--- config.mk ---
export PLATFORM = sky130hd
export DESIGN_NAME = pfc_pause_bank
export DESIGN_NICKNAME = d
export VERILOG_FILES = /design/src/rtl/pfc_pause_bank.sv
export SDC_FILE = /design/constraint.sdc
export NUM_CORES = 1
export LEC_CHECK = 0
export BUFFER_PORTS_ARGS = -buffer_cell sky130_fd_sc_hd__buf_2
export CORE_MARGIN = 5
export CORE_UTILIZATION = 45
export DETAILED_ROUTE_END_ITERATION = 6
export PLACE_DENSITY = 0.76
export SYNTH_ARGS = -nofsm -noshare
export SYNTH_HDL_FRONTEND = slang
export SYNTH_SLANG_ARGS = --single-unit
export TNS_END_PERCENT = 10
--- constraint.sdc ---
create_clock -name clk -period 3.76 [get_ports clk]
set_input_delay 0.752 -clock clk [delete_from_list [all_inputs] [get_ports clk]]
set_output_delay 0.752 -clock clk [all_outputs]
set_load 0.02 [all_outputs]
--- src/rtl/pfc_pause_bank.sv ---
module pfc_pause_bank #(
  parameter int NPRIO = 8,
  parameter int QW    = 16,
  parameter int PRE_W = 9
) (
  input  logic                clk,
  input  logic                rst_n,
  input  logic [NPRIO-1:0]    load_en,
  input  logic [NPRIO*QW-1:0] load_val,
  input  logic                bit_tick,
  input  logic                test_mode,
  input  logic                tx_stopped,
  input  logic                irq_mask,
  input  logic                irq_clr,
  output logic [NPRIO-1:0]    paused,
  output logic                irq
);
  localparam logic [PRE_W-1:0] PRE_LAST = '1;
  localparam logic [QW-1:0]    ONE      = QW'(1);

  logic [PRE_W-1:0] pre_q;
  logic [NPRIO-1:0] hit;
  logic             any_load;
  logic             step;

  assign any_load = |load_en;
  assign step     = test_mode ? tx_stopped
                              : (bit_tick && pre_q == PRE_LAST && !any_load);

  always_ff @(posedge clk) begin
    if (!rst_n)        pre_q <= '0;
    else if (any_load) pre_q <= '0;
    else if (bit_tick) pre_q <= pre_q + 1'b1;
  end

  for (genvar g = 0; g < NPRIO; g++) begin : g_prio
    logic [QW-1:0] cnt_q;
    logic [QW-1:0] ld_v;
    assign ld_v = load_val[g*QW +: QW];

    always_ff @(posedge clk) begin
      if (!rst_n)                    cnt_q <= '0;
      else if (load_en[g])           cnt_q <= ld_v;
      else if (step && cnt_q != '0)  cnt_q <= cnt_q - ONE;
    end

    assign paused[g] = |cnt_q;
    assign hit[g]    = load_en[g] ? (ld_v == '0) : (step && cnt_q == ONE);
  end

  always_ff @(posedge clk) begin
    if (!rst_n)                 irq <= 1'b0;
    else if (irq_mask && |hit)  irq <= 1'b1;
    else if (irq_clr)           irq <= 1'b0;
  end
endmodule


======== Word level (Yosys, flattened, before mapping) ========
Cells that the tools add are included.
operators by class
  reductions and logical operators ........ 56
  mux-type cells .......................... 27
  $add $sub $neg .......................... 9
  eq/ne operators ......................... 9
  bitwise operators ....................... 1
operators by type and width
  operator                                            count
  2-to-1 mux 16 bit                                   16
  == test 16 x 1 -> 1 bit, second input constant      8
  zero test 16 bit                                    8
  nonzero test 16 bit                                 8
  OR reduction 16 bit                                 8
  subtractor 16 x 1 -> 16 bit, second input constant  8
  logical AND 1 bit                                   19
  nonzero test 2 bit                                  9
  OR reduction 8 bit                                  2
  2-to-1 mux 1 bit                                    11
  adder 9 x 1 -> 9 bit, second input constant         1
  == test 9 bit, second input constant                1
  OR reduction 9 bit                                  1
  zero test 1 bit                                     1
  inverter 1 bit                                      1
storage, ports and cells
  register bits ........................... 138
  output and inout bits ................... 9
  input bits .............................. 143

======== Longest topological paths before layout ========
Gate-level depths: netlist of run 1.
  depth in word-level cells ............... 9
  mapped depth ............................ 11
  depth with buffers taken out ............ 10

======== Least setup slack after synthesis of run 1 ========
Ideal clock, no wire load.
  path type ............................... input -> register
  start ................................... in load_en[5]
  end ..................................... reg g_prio[7].cnt_q[14]
  data arrival time ....................... 2758 ps
  buffers on the path ..................... 1
  stages .................................. 6
  slack ................................... 911 ps
  setup time .............................. 91 ps
  cells stage by stage .................... or4_1 > o41ai_4 > buf_4 > o211ai_1 > or3_1 > a311oi_1
on the way
  word-level cells in the longest chain between the ends .. 6
RTL lines
  element                       line  source
  start: declaration            8     input logic [NPRIO-1:0] load_en,
  OR reduction 8 bit            26    assign any_load = |load_en;
  zero test 1 bit               28    : (bit_tick && pre_q == PRE_LAST && !any_load);
  logical AND 1 bit             28
  2-to-1 mux 1 bit              27    assign step = test_mode ? tx_stopped
  logical AND 1 bit             44    else if (step && cnt_q != '0) cnt_q <= cnt_q - ONE;
  nonzero test 2 bit (no line)  -
  end signal: assignment        43    else if (load_en[g]) cnt_q <= ld_v;
  end signal: assignment        44
  end: declaration              37    logic [QW-1:0] cnt_q;
No other way between the ends.
A chain may end at the register's enable or synchronous reset.

======== Worst setup path after layout of run 1 ========
  start ................................... reg g_prio[7].cnt_q[2]
  end ..................................... out paused[7]
on the way
  word-level cells in the longest chain between the ends .. 1
RTL lines
  element              line  source
  OR reduction 16 bit  47    assign paused[g] = |cnt_q;
  end: declaration     15    output logic [NPRIO-1:0] paused,
No other way between the ends.

==> run metrics, run 1 <==
WL per Instance=16.1 um; status=complete, no violations; total power draw=4.08 mW; clk sink count=138; internal power=2.97 mW; footprint of the multi-input gates=4780 um2; Worst EP required=3.01 ns; crit path cell chain=or4_4 > or3_1 > or2_2 > buf_2; Worst Skew=0.00884 ns; root buffer cell=clkbuf_16; port bufs=151; Reg-to-Reg End=g_prio[0].cnt_q[14]$_SDFFE_PN0P_; Core Region=17,200 um2; Setup violations, final=0; worst vdd ir=0.349 mV; Post-Layout Cell Count=1,342; die height=142 um; Max Clk Rate=0.318 GHz; sequential share of power=41.1%; switching share of power=27.1%; RSZ-0062 raised after global routing=no; layout cells sized above 1=18.5%; Startpoint Class=register; Critical Path Source=g_prio[7].cnt_q[2]$_SDFFE_PN0P_; Post-Syn Instances=968; Placed Cells incl. Taps=1,309; worst-margin pin slew=0.760 ns; # IOs=152; crit path to=paused[7]; hold slack=0.514 ns; Clk network pwr share=43.0%; post-route setup TNS=0 ns; DP Worst Slack=0.460 ns; antenna violations before repair=4; Row Count=48; MaxCap Viol Count=0; fin. max-slew vios=0; Post-DP HPWL=16,200 um; Clk pin slew, worst setup/hold paths=0.06 ns; Pre-Repair DR Iteration Count=7; vias per std cell=5.69; Antenna Nets Post-Route=0; final core utilization=54.5%; clock tree buffer depth=2; post-cts sizing count=0; number of global-route vias before repair=7,099; TritonCTS clock tree=yes; post-CTS setup buffers=0; min cycle time layout=3.14 ns; CTS Buf Count=17; CP max-delay cell=or4_4; first-pass GRT wire length=34,800 um; number of enable flip-flop cells after synthesis=0; design area=9360 um2; total net switching power=1.11 mW; total number of vias=7,636; Area Growth Syn to Fin=19.8%; GP Congestion=0.888; area taken by flip-flops and latches=2760 um2; slowest stage delay, CP=0.59 ns; worst r2r src=pre_q[0]$_SDFFE_PP0P_; slew margin rel.=49.3%; DR iter-0 viols=434; fin nets=1,272; DP Area=8740 um2; Critical Path AT=2.39 ns; Async S/R FF share, synth=0%; initial core utilization=45.5%; Synth Register Bits=138; Die ar.=20,100 um2; PwrDens=436 nW/um2; H-Tree Depth=4; synth unique cells=53; Comb pwr share=15.9%; Syn Area/Cell=8.07 um2; number of cells on the worst reg-to-reg path=11; clk_lat worst skew=0.42 ns; final worst setup slack=0.620 ns; Routed Wire Length=21,600 um; Tcrit/Tclk final=83.5%; Setup crit end kind=output port; Die Width=142 um; worst-path maximum fanout=9; largest net degree at the start of global routing=44; grt total ovfl=0; worst min path class=register to register; # fillers=1,655; Hold Violations, Final=0; register area share after synthesis=35.4%; syn_nets=1,137; synth warn=0; Worst Setup Path Type=register to output port; Hold-fix buffers, CTS=0; gr usage total=21.3%; leakage power=3.48 nW; DRC errors left=0; mapped cell area=7810 um2; prevailing post-synth register cell=dfxtp_1; R2R Setup Slk=0.99 ns
area by class of cell:
| cell class | count | area share [%] |
|---|---|---|
| clock buffers | 18 | 4.69 |
| well taps | 225 | 3.01 |
| diodes | 2 | 0.0535 |
| flip-flops and latches | 138 | 29.5 |
| repair buffers | 159 | 8.71 |
| clock inverters | 13 | 1.88 |
| multi-input cells | 759 | 51.0 |
| inverters | 28 | 1.12 |
sequential cells by signal (all words and copies together) (netlist names):
name / cells
irq: 1
pre_q: 9
g_prio.cnt_q: 128
power by group through the flow:
stage                     sequential (mW)  combinational [mW]  clock, mW
after CTS                            1.68               0.645       1.78
after global routing                 1.70               0.729       1.85
after detailed placement             1.71               0.637          0
after global placement               1.70               0.627          0
after floorplan                      1.68               0.445          0
final                                1.68               0.647       1.75
cell families after synthesis:
family / after synthesis / share of synthesized area, %
AOI/OAI and AO/OA: 275 / 19.4
xor gates and xnor gates: 122 / 13.7
muxes: 2 / 0.256
buffers and inverters: 71 / 3.49
adders and majority gates: 26 / 4.16
DFF: 138 / 35.4
and+or+nand+nor: 334 / 23.7
layer usage:
| metal | GRT usage [%] | up-vias | part of all wire [%] |
|---|---|---|---|
| li1 | - | 3821 | - |
| met1 | 27.6 | 3574 | 44 |
| met2 | 34.9 | 205 | 48 |
| met3 | 5.39 | 32 | 6.5 |
| met4 | 7.02 | 4 | 2.0 |
| met5 | 0 | - | 0.15 |
cells in the final DEF (no fill, tap or decap), types with 5 or more instances in the layout:
cell type    n
a21oi_1    125
and3_1       6
buf_2      151
buf_4        8
clkbuf_16   17
clkinv_2     6
dfxtp_1    138
ha_1        26
inv_1       28
nand2_1     34
nand2b_1     7
nand3_1     18
nand4_1     23
nor2_1      65
nor3_1      39
nor4_1      63
o211ai_1     5
o21ai_0    120
or3_1       20
or4_1       32
xnor2_1     95
xor2_1      27
worst max-delay path, delay by kind of cell, from the launching register on:
| family | cells | cell delay, ns |
|---|---|---|
| flip-flops | 1 | 0.35 |
| AND/OR/NAND/NOR | 3 | 1.45 |
| buffers and inverters | 1 | 0.16 |
worst min-delay path by stage:
stage	startpoint	endpoint	slack [ns]	cells past startpoint
floorplan	pre_q[8]$_SDFFE_PP0P_	pre_q[8]$_SDFFE_PP0P_	0.47	2
global placement	pre_q[8]$_SDFFE_PP0P_	pre_q[8]$_SDFFE_PP0P_	0.48	2
detailed placement	pre_q[8]$_SDFFE_PP0P_	pre_q[8]$_SDFFE_PP0P_	0.49	2
CTS	g_prio[1].cnt_q[2]$_SDFFE_PN0P_	g_prio[1].cnt_q[2]$_SDFFE_PN0P_	0.51	2
finish	g_prio[1].cnt_q[2]$_SDFFE_PN0P_	g_prio[1].cnt_q[2]$_SDFFE_PN0P_	0.51	2
global route	g_prio[1].cnt_q[2]$_SDFFE_PN0P_	g_prio[1].cnt_q[2]$_SDFFE_PN0P_	0.55	2
synth_stat cells, types with 18 or more instances:
cell / instances / area (um2)
or3_1: 20 / 125
nand3_1: 18 / 90.1
nor2_1: 65 / 244
nand4_1: 23 / 144
nor3_1: 39 / 195
xor2_1: 27 / 236
or4_1: 32 / 240
dfxtp_1: 138 / 2760
o21ai_0: 120 / 601
ha_1: 26 / 325
xnor2_1: 95 / 832
nand2_1: 34 / 128
inv_1: 28 / 105
nor4_1: 63 / 394
clkbuf_1: 40 / 150
a21oi_1: 125 / 626
Note: power is estimated with default switching activity, not from simulation.
==> inputs of run 2 (changes only) <==
--- a/config.mk
+++ b/config.mk
@@ -9,7 +9,7 @@
 export CORE_MARGIN = 5
 export CORE_UTILIZATION = 45
 export DETAILED_ROUTE_END_ITERATION = 6
-export PLACE_DENSITY = 0.76
+export PLACE_DENSITY = 0.79
 export SYNTH_ARGS = -nofsm -noshare
 export SYNTH_HDL_FRONTEND = slang
 export SYNTH_SLANG_ARGS = --single-unit
==> constraint.sdc (replaced) <==
create_clock -name clk -period 2.6 [get_ports clk]
set_input_delay 0.52 -clock clk [delete_from_list [all_inputs] [get_ports clk]]
set_output_delay 0.52 -clock clk [all_outputs]
set_load 0.02 [all_outputs]
==> run metrics, run 2 (same netlist as run 1, synthesis figures left out) <==
worst vdd ir=0.487 mV (+40%); Max Clk Rate=0.387 GHz; clk_lat worst skew=0.42 ns (about the same); slew margin rel.=54.5% (+5.2 points); Worst EP required=2.08 ns (-0.93 ns); Die ar.=20,100 um2 (unchanged); Setup crit end kind=output port; Core Region=17,200 um2 (unchanged); fin nets=1,327 (+4.3%); RSZ-0062 raised after global routing=yes; port bufs=151 (unchanged); internal power=4.37 mW (+47%); met3 Usage GRT=4.95% (-0.44 points); clock tree buffer depth=2 (unchanged); Tcrit/Tclk final=99.3%; DR iter-0 viols=496 (+14%); Setup violations, final=0 (unchanged); Post-DP HPWL=16,300 um (+1.0%); TritonCTS clock tree=yes; WL per Instance=16.0 um (-0.35%); R2R Setup Slk=0.02 ns (-0.97 ns); first-pass GRT wire length=35,200 um (+1.0%); Reg-to-Reg End=g_prio[7].cnt_q[12]$_SDFFE_PN0P_; clk sink count=138 (unchanged); grt total ovfl=0 (unchanged); Antenna Nets Post-Route=0 (unchanged); DRC errors left=0 (unchanged); worst min path class=primary input to register; worst-margin pin slew=0.682 ns (-0.0779 ns); number of cells on the worst reg-to-reg path=9 (-2); leakage power=3.81 nW (+9.4%); Critical Path Source=g_prio[7].cnt_q[6]$_SDFFE_PN0P_; antenna violations before repair=7 (+3); Area Growth Syn to Fin=29.5%; Worst Setup Path Type=register to output port; Startpoint Class=register; Hold Violations, Final=0 (unchanged); Clk network pwr share=41.9% (-1.1 points); most frequent cells in the layout=buf_2, dfxtp_1, a21oi_1; Routed Wire Length=22,400 um (+3.9%); CTS Buf Count=17 (unchanged); crit path to=paused[7]; H-Tree Depth=4 (unchanged); biggest regs=g_prio.cnt_q (128), pre_q (9), irq (1); GR Util met2=35.7% (+0.85 points); number of global-route vias before repair=7,396 (+4.2%); root buffer cell=clkbuf_16; Comb pwr share=17.5% (+1.6 points); Largest register FFs=128 (unchanged); vias per std cell=5.61 (-1.3%); layout cells sized above 1=26.2% (+7.7 points); worst r2r src=g_prio[7].cnt_q[6]$_SDFFE_PN0P_; # IOs=152 (unchanged); worst-path maximum fanout=4 (-5); Critical Path AT=2.06 ns (-0.33 ns); Worst Skew=0.0133 ns (+0.00445 ns); Pre-Repair DR Iteration Count=5 (-2); most common cell after layout, fill and taps aside=buf_2; gr usage total=21.4% (+0.061 points); gr busiest metal=met2; die height=142 um (unchanged); status=complete, no violations; fin. max-slew vios=0 (unchanged); initial core utilization=45.5% (unchanged); post-route setup TNS=0 ns (unchanged); MaxCap Viol Count=0 (unchanged); GP Congestion=0.873 (-1.8%); switching share of power=27.3% (+0.17 points); sequential share of power=40.6% (-0.5 points); Row Count=48 (unchanged); min cycle time layout=2.58 ns; PwrDens=594 nW/um2 (+36%); Die Width=142 um (unchanged); Hold-fix buffers, CTS=0 (unchanged); largest net degree at the start of global routing=124 (+180%); Most flops, register=g_prio.cnt_q; total net switching power=1.64 mW (+48%); M1 GR Usage=26.9% (-0.68 points); Clk pin slew, worst setup/hold paths=0.06 ns (about the same); hold slack=0.358 ns (-0.156 ns); total number of vias=7,855 (+2.9%)
[run 2: cell count changes in the layout (fill, tap and decap cells not counted), sizes merged]
cell,before,now
clkinv,9,4
buf,159,213
bufinv,4,3
clkbuf,18,23
diode,2,3
clkinvlp,0,3
[run 2: cell type report]
class	count	area [um2]
timing repair buffer	214	1290
inverter	28	105
fill	1515	7060
sequential	138	2770
antenna	3	7.51
tap	225	282
multi-input combinational	759	5040
clock buffer	22	484
clock inverter	10	140
[run 2: worst min-delay path by stage]
stage,start,to,slack [ns],cells after the start
3_5_place_dp,pre_q[8]$_SDFFE_PP0P_,pre_q[8]$_SDFFE_PP0P_,0.50,2
5_1_grt,load_val[81],g_prio[5].cnt_q[1]$_SDFFE_PN0P_,0.36,3
6_report,load_val[81],g_prio[5].cnt_q[1]$_SDFFE_PN0P_,0.36,3
2_1_floorplan,pre_q[8]$_SDFFE_PP0P_,pre_q[8]$_SDFFE_PP0P_,0.47,2
4_1_cts,load_val[65],g_prio[4].cnt_q[1]$_SDFFE_PN0P_,0.34,3
3_3_place_gp,pre_q[8]$_SDFFE_PP0P_,pre_q[8]$_SDFFE_PP0P_,0.48,2
[run 2: power groups by stage]
stage                     registers (mW)  clock network [mW]  logic [mW]
after floorplan                     2.43                   0       0.644
after global placement              2.46                   0       0.968
after detailed placement            2.47                   0       0.988
after CTS                           2.42                2.57        1.00
after global routing                2.46                2.67        1.17
final                               2.44                2.52        1.05
[run 2: routing by layer]
layer / up-vias / wire [um]
met4: 8 / 504
li1: 3929 / -
met5: - / 40
met2: 208 / 11000
met3: 46 / 1300
met1: 3664 / 9600
[run 2: critical path, cell delays in order (launching register included)]
cell	delay (ns)
dfxtp_2	0.34
or4_4	0.54
or3_4	0.39
or2_4	0.25
buf_6	0.13
[run 2: repair_timing]
| action | CTS | global route |
|---|---|---|
| resized for setup | 7 | 51 |
| pin swaps | 2 | 20 |
| hold endpoints to repair | 0 | 0 |
| cloned | 0 | 1 |
| setup buffers | 1 | 3 |
| endpoints found under the setup margin | 2 | 67 |
[run 2: through the flow]
stage / power, mW / cell area (um2) / setup slack [ns] / utilization, % / instances
CTS: 6.00 / 9800 / 0.00328 / 57.1 / 1392
floorplan: 3.08 / 7810 / -0.0171 / - / 968
finish: 6.01 / 10100 / 0.0173 / 58.9 / 1399
detailed placement: 3.45 / 9150 / -0.335 / 53.2 / 1359
global placement: 3.43 / 9150 / -0.306 / 53.2 / 1359
global route: 6.30 / 10100 / -0.0967 / 58.9 / 1399
==> inputs of run 3 (changes only) <==
--- a/config.mk
+++ b/config.mk
@@ -7,9 +7,9 @@
 export LEC_CHECK = 0
 export BUFFER_PORTS_ARGS = -buffer_cell sky130_fd_sc_hd__buf_2
 export CORE_MARGIN = 5
-export CORE_UTILIZATION = 45
+export CORE_UTILIZATION = 51
 export DETAILED_ROUTE_END_ITERATION = 6
-export PLACE_DENSITY = 0.79
+export PLACE_DENSITY = 0.87
 export SYNTH_ARGS = -nofsm -noshare
 export SYNTH_HDL_FRONTEND = slang
 export SYNTH_SLANG_ARGS = --single-unit
==> run metrics, run 3 (same netlist as run 1, synthesis figures left out) <==
status=finished with violations; failing checks=setup timing; Antenna Nets Post-Route=0 (unchanged); number of cells on the worst reg-to-reg path=6 (-3); Setup crit end kind=output port; root buffer cell=clkbuf_16; fin. max-slew vios=0 (unchanged); biggest regs=g_prio.cnt_q (128), pre_q (9), irq (1); RSZ-0062 raised after global routing=yes; port bufs=151 (unchanged); # fillers=1,230 (-19%); Routed Wire Length=23,000 um (+2.4%); min cycle time layout=2.65 ns (+0.0656 ns); most frequent cells in the layout=buf_2, dfxtp_1, a21oi_1; Placed Cells incl. Taps=1,325 (-2.5%); Clk pin slew, worst setup/hold paths=0.06 ns (about the same); Tcrit/Tclk final=102% (+2.5 points); Setup violations, final=2 (+2); TritonCTS clock tree=yes; worst vdd ir=0.513 mV (+5.3%); total power draw=5.85 mW (-2.7%); internal power=4.23 mW (-3.3%); design area=10,000 um2 (-0.78%); worst r2r src=g_prio[7].cnt_q[6]$_SDFFE_PN0P_; area taken by flip-flops and latches=2780 um2 (+0.14%); vias per std cell=5.95 (+5.9%); antenna violations before repair=5 (-2); Post-Layout Cell Count=1,366 (-2.4%); GP Congestion=0.910 (+4.3%); total net switching power=1.62 mW (-1.3%); clock tree buffer depth=2 (unchanged); DRC errors left=0 (unchanged); Critical Path AT=2.13 ns (+0.07 ns); # IOs=152 (unchanged); min-delay src=load_val[67]; worst-path maximum fanout=4 (unchanged); Most flops, register=g_prio.cnt_q; MaxCap Viol Count=0 (unchanged); slew margin rel.=53.2% (-1.2 points); sequential share of power=41.9% (+1.3 points); Comb pwr share=18.2% (+0.7 points); Worst Setup Path Type=register to output port; Die ar.=17,900 um2 (-11%); DP Area=9090 um2 (-0.56%); Critical Path Source=g_prio[7].cnt_q[6]$_SDFFE_PN0P_; hold path cells=2 (-1); CTS Buf Count=17 (unchanged); Area Growth Syn to Fin=28.5%; Hold Violations, Final=0 (unchanged); Max Clk Rate=0.378 GHz (-2.5%); footprint of the multi-input gates=5070 um2 (+0.67%); Startpoint Class=register; initial core utilization=51.8% (+6.3 points); worst-margin pin slew=0.698 ns (+0.0162 ns); DR iter-0 viols=531 (+7.1%); Pre-Repair DR Iteration Count=5 (unchanged); Largest register FFs=128 (unchanged); clk_lat worst skew=0.42 ns (about the same); switching share of power=27.7% (+0.40 points); Clk network pwr share=39.9% (-2.0 points); leakage power=3.77 nW (-0.95%); Core Region=15,100 um2 (-12%); final worst setup slack=-0.0483 ns (-0.0656 ns); Die Width=134 um (-5.6%); layout cells sized above 1=26.4% (+0.21 points); PwrDens=583 nW/um2 (-2.0%); Worst Skew=0.00784 ns (-0.00545 ns); Hold-fix buffers, CTS=0 (unchanged); worst min path class=primary input to register; first-pass GRT wire length=36,200 um (+2.9%); Post-DP HPWL=16,500 um (+1.3%); die height=134 um (-5.6%); Worst EP required=2.08 ns (about the same); clk sink count=138 (unchanged); number of global-route vias before repair=7,746 (+4.7%); gr usage total=24.6% (+3.2 points); fin nets=1,331 (+0.30%); Row Count=45 (-6.3%); grt total ovfl=0 (unchanged); largest net degree at the start of global routing=52 (-58%); most common cell after layout, fill and taps aside=buf_2; H-Tree Depth=4 (unchanged); final core utilization=66.5% (+7.6 points); total number of vias=8,126 (+3.5%); WL per Instance=16.8 um (+4.9%)
-- run 3: cell type report --
cell class,instances,area share [%]
flip-flops and latches,138,27.6
clock buffers,22,4.72
multi-input cells,759,50.5
clock inverters,8,0.947
inverters,28,1.05
diodes,5,0.125
well taps,188,2.34
repair buffers,218,12.7
-- run 3: path summary, 6_finish.rpt --
| kind | end | slack (ns) |
|---|---|---|
| min reg2reg | pre_q[3]$_SDFFE_PP0P_ | 0.53 |
| min | g_prio[4].cnt_q[3]$_SDFFE_PN0P_ | 0.35 |
| max | paused[7] | -0.05 |
| max reg2reg | g_prio[7].cnt_q[14]$_SDFFE_PN0P_ | -0.01 |
-- run 3: worst max-delay path, stage by stage, from the launching register on --
cell	delay (ns)
dfxtp_2	0.35
or4_4	0.54
or3_4	0.40
or2_4	0.26
buf_4	0.16
-- run 3: per-stage QoR --
step                TNS, ns  setup WS [ns]  hold slack, ns
finish              -0.0570        -0.0483           0.347
CTS                 -0.0356        -0.0356           0.336
floorplan           -0.0171        -0.0171           0.467
detailed placement   -14.22         -0.262           0.506
global route          -2.55         -0.142           0.345
global placement     -10.75         -0.196           0.487
-- run 3: layer usage --
layer  global-route usage (%)  part of all wire, %  up-vias
li1                         -                    -     3947
met1                     30.0                   41     3809
met2                     41.0                   48      302
met3                     5.10                  6.8       68
met4                     12.3                  3.9        0
met5                        0                    0        -
-- run 3: what timing repair did --
action                                  CTS  global route
setup buffers                             2             4
endpoints found under the setup margin    3            93
pin swaps                                 2            24
gates resized for setup                   9            56
-- run 3: power groups by stage --
stage / Clock (mW) / Combinational (mW) / Sequential [mW]
after global routing: 2.45 / 1.17 / 2.47
after detailed placement: 0 / 0.990 / 2.47
final: 2.33 / 1.07 / 2.45
after CTS: 2.35 / 1.02 / 2.43
after floorplan: 0 / 0.644 / 2.43
after global placement: 0 / 0.962 / 2.46
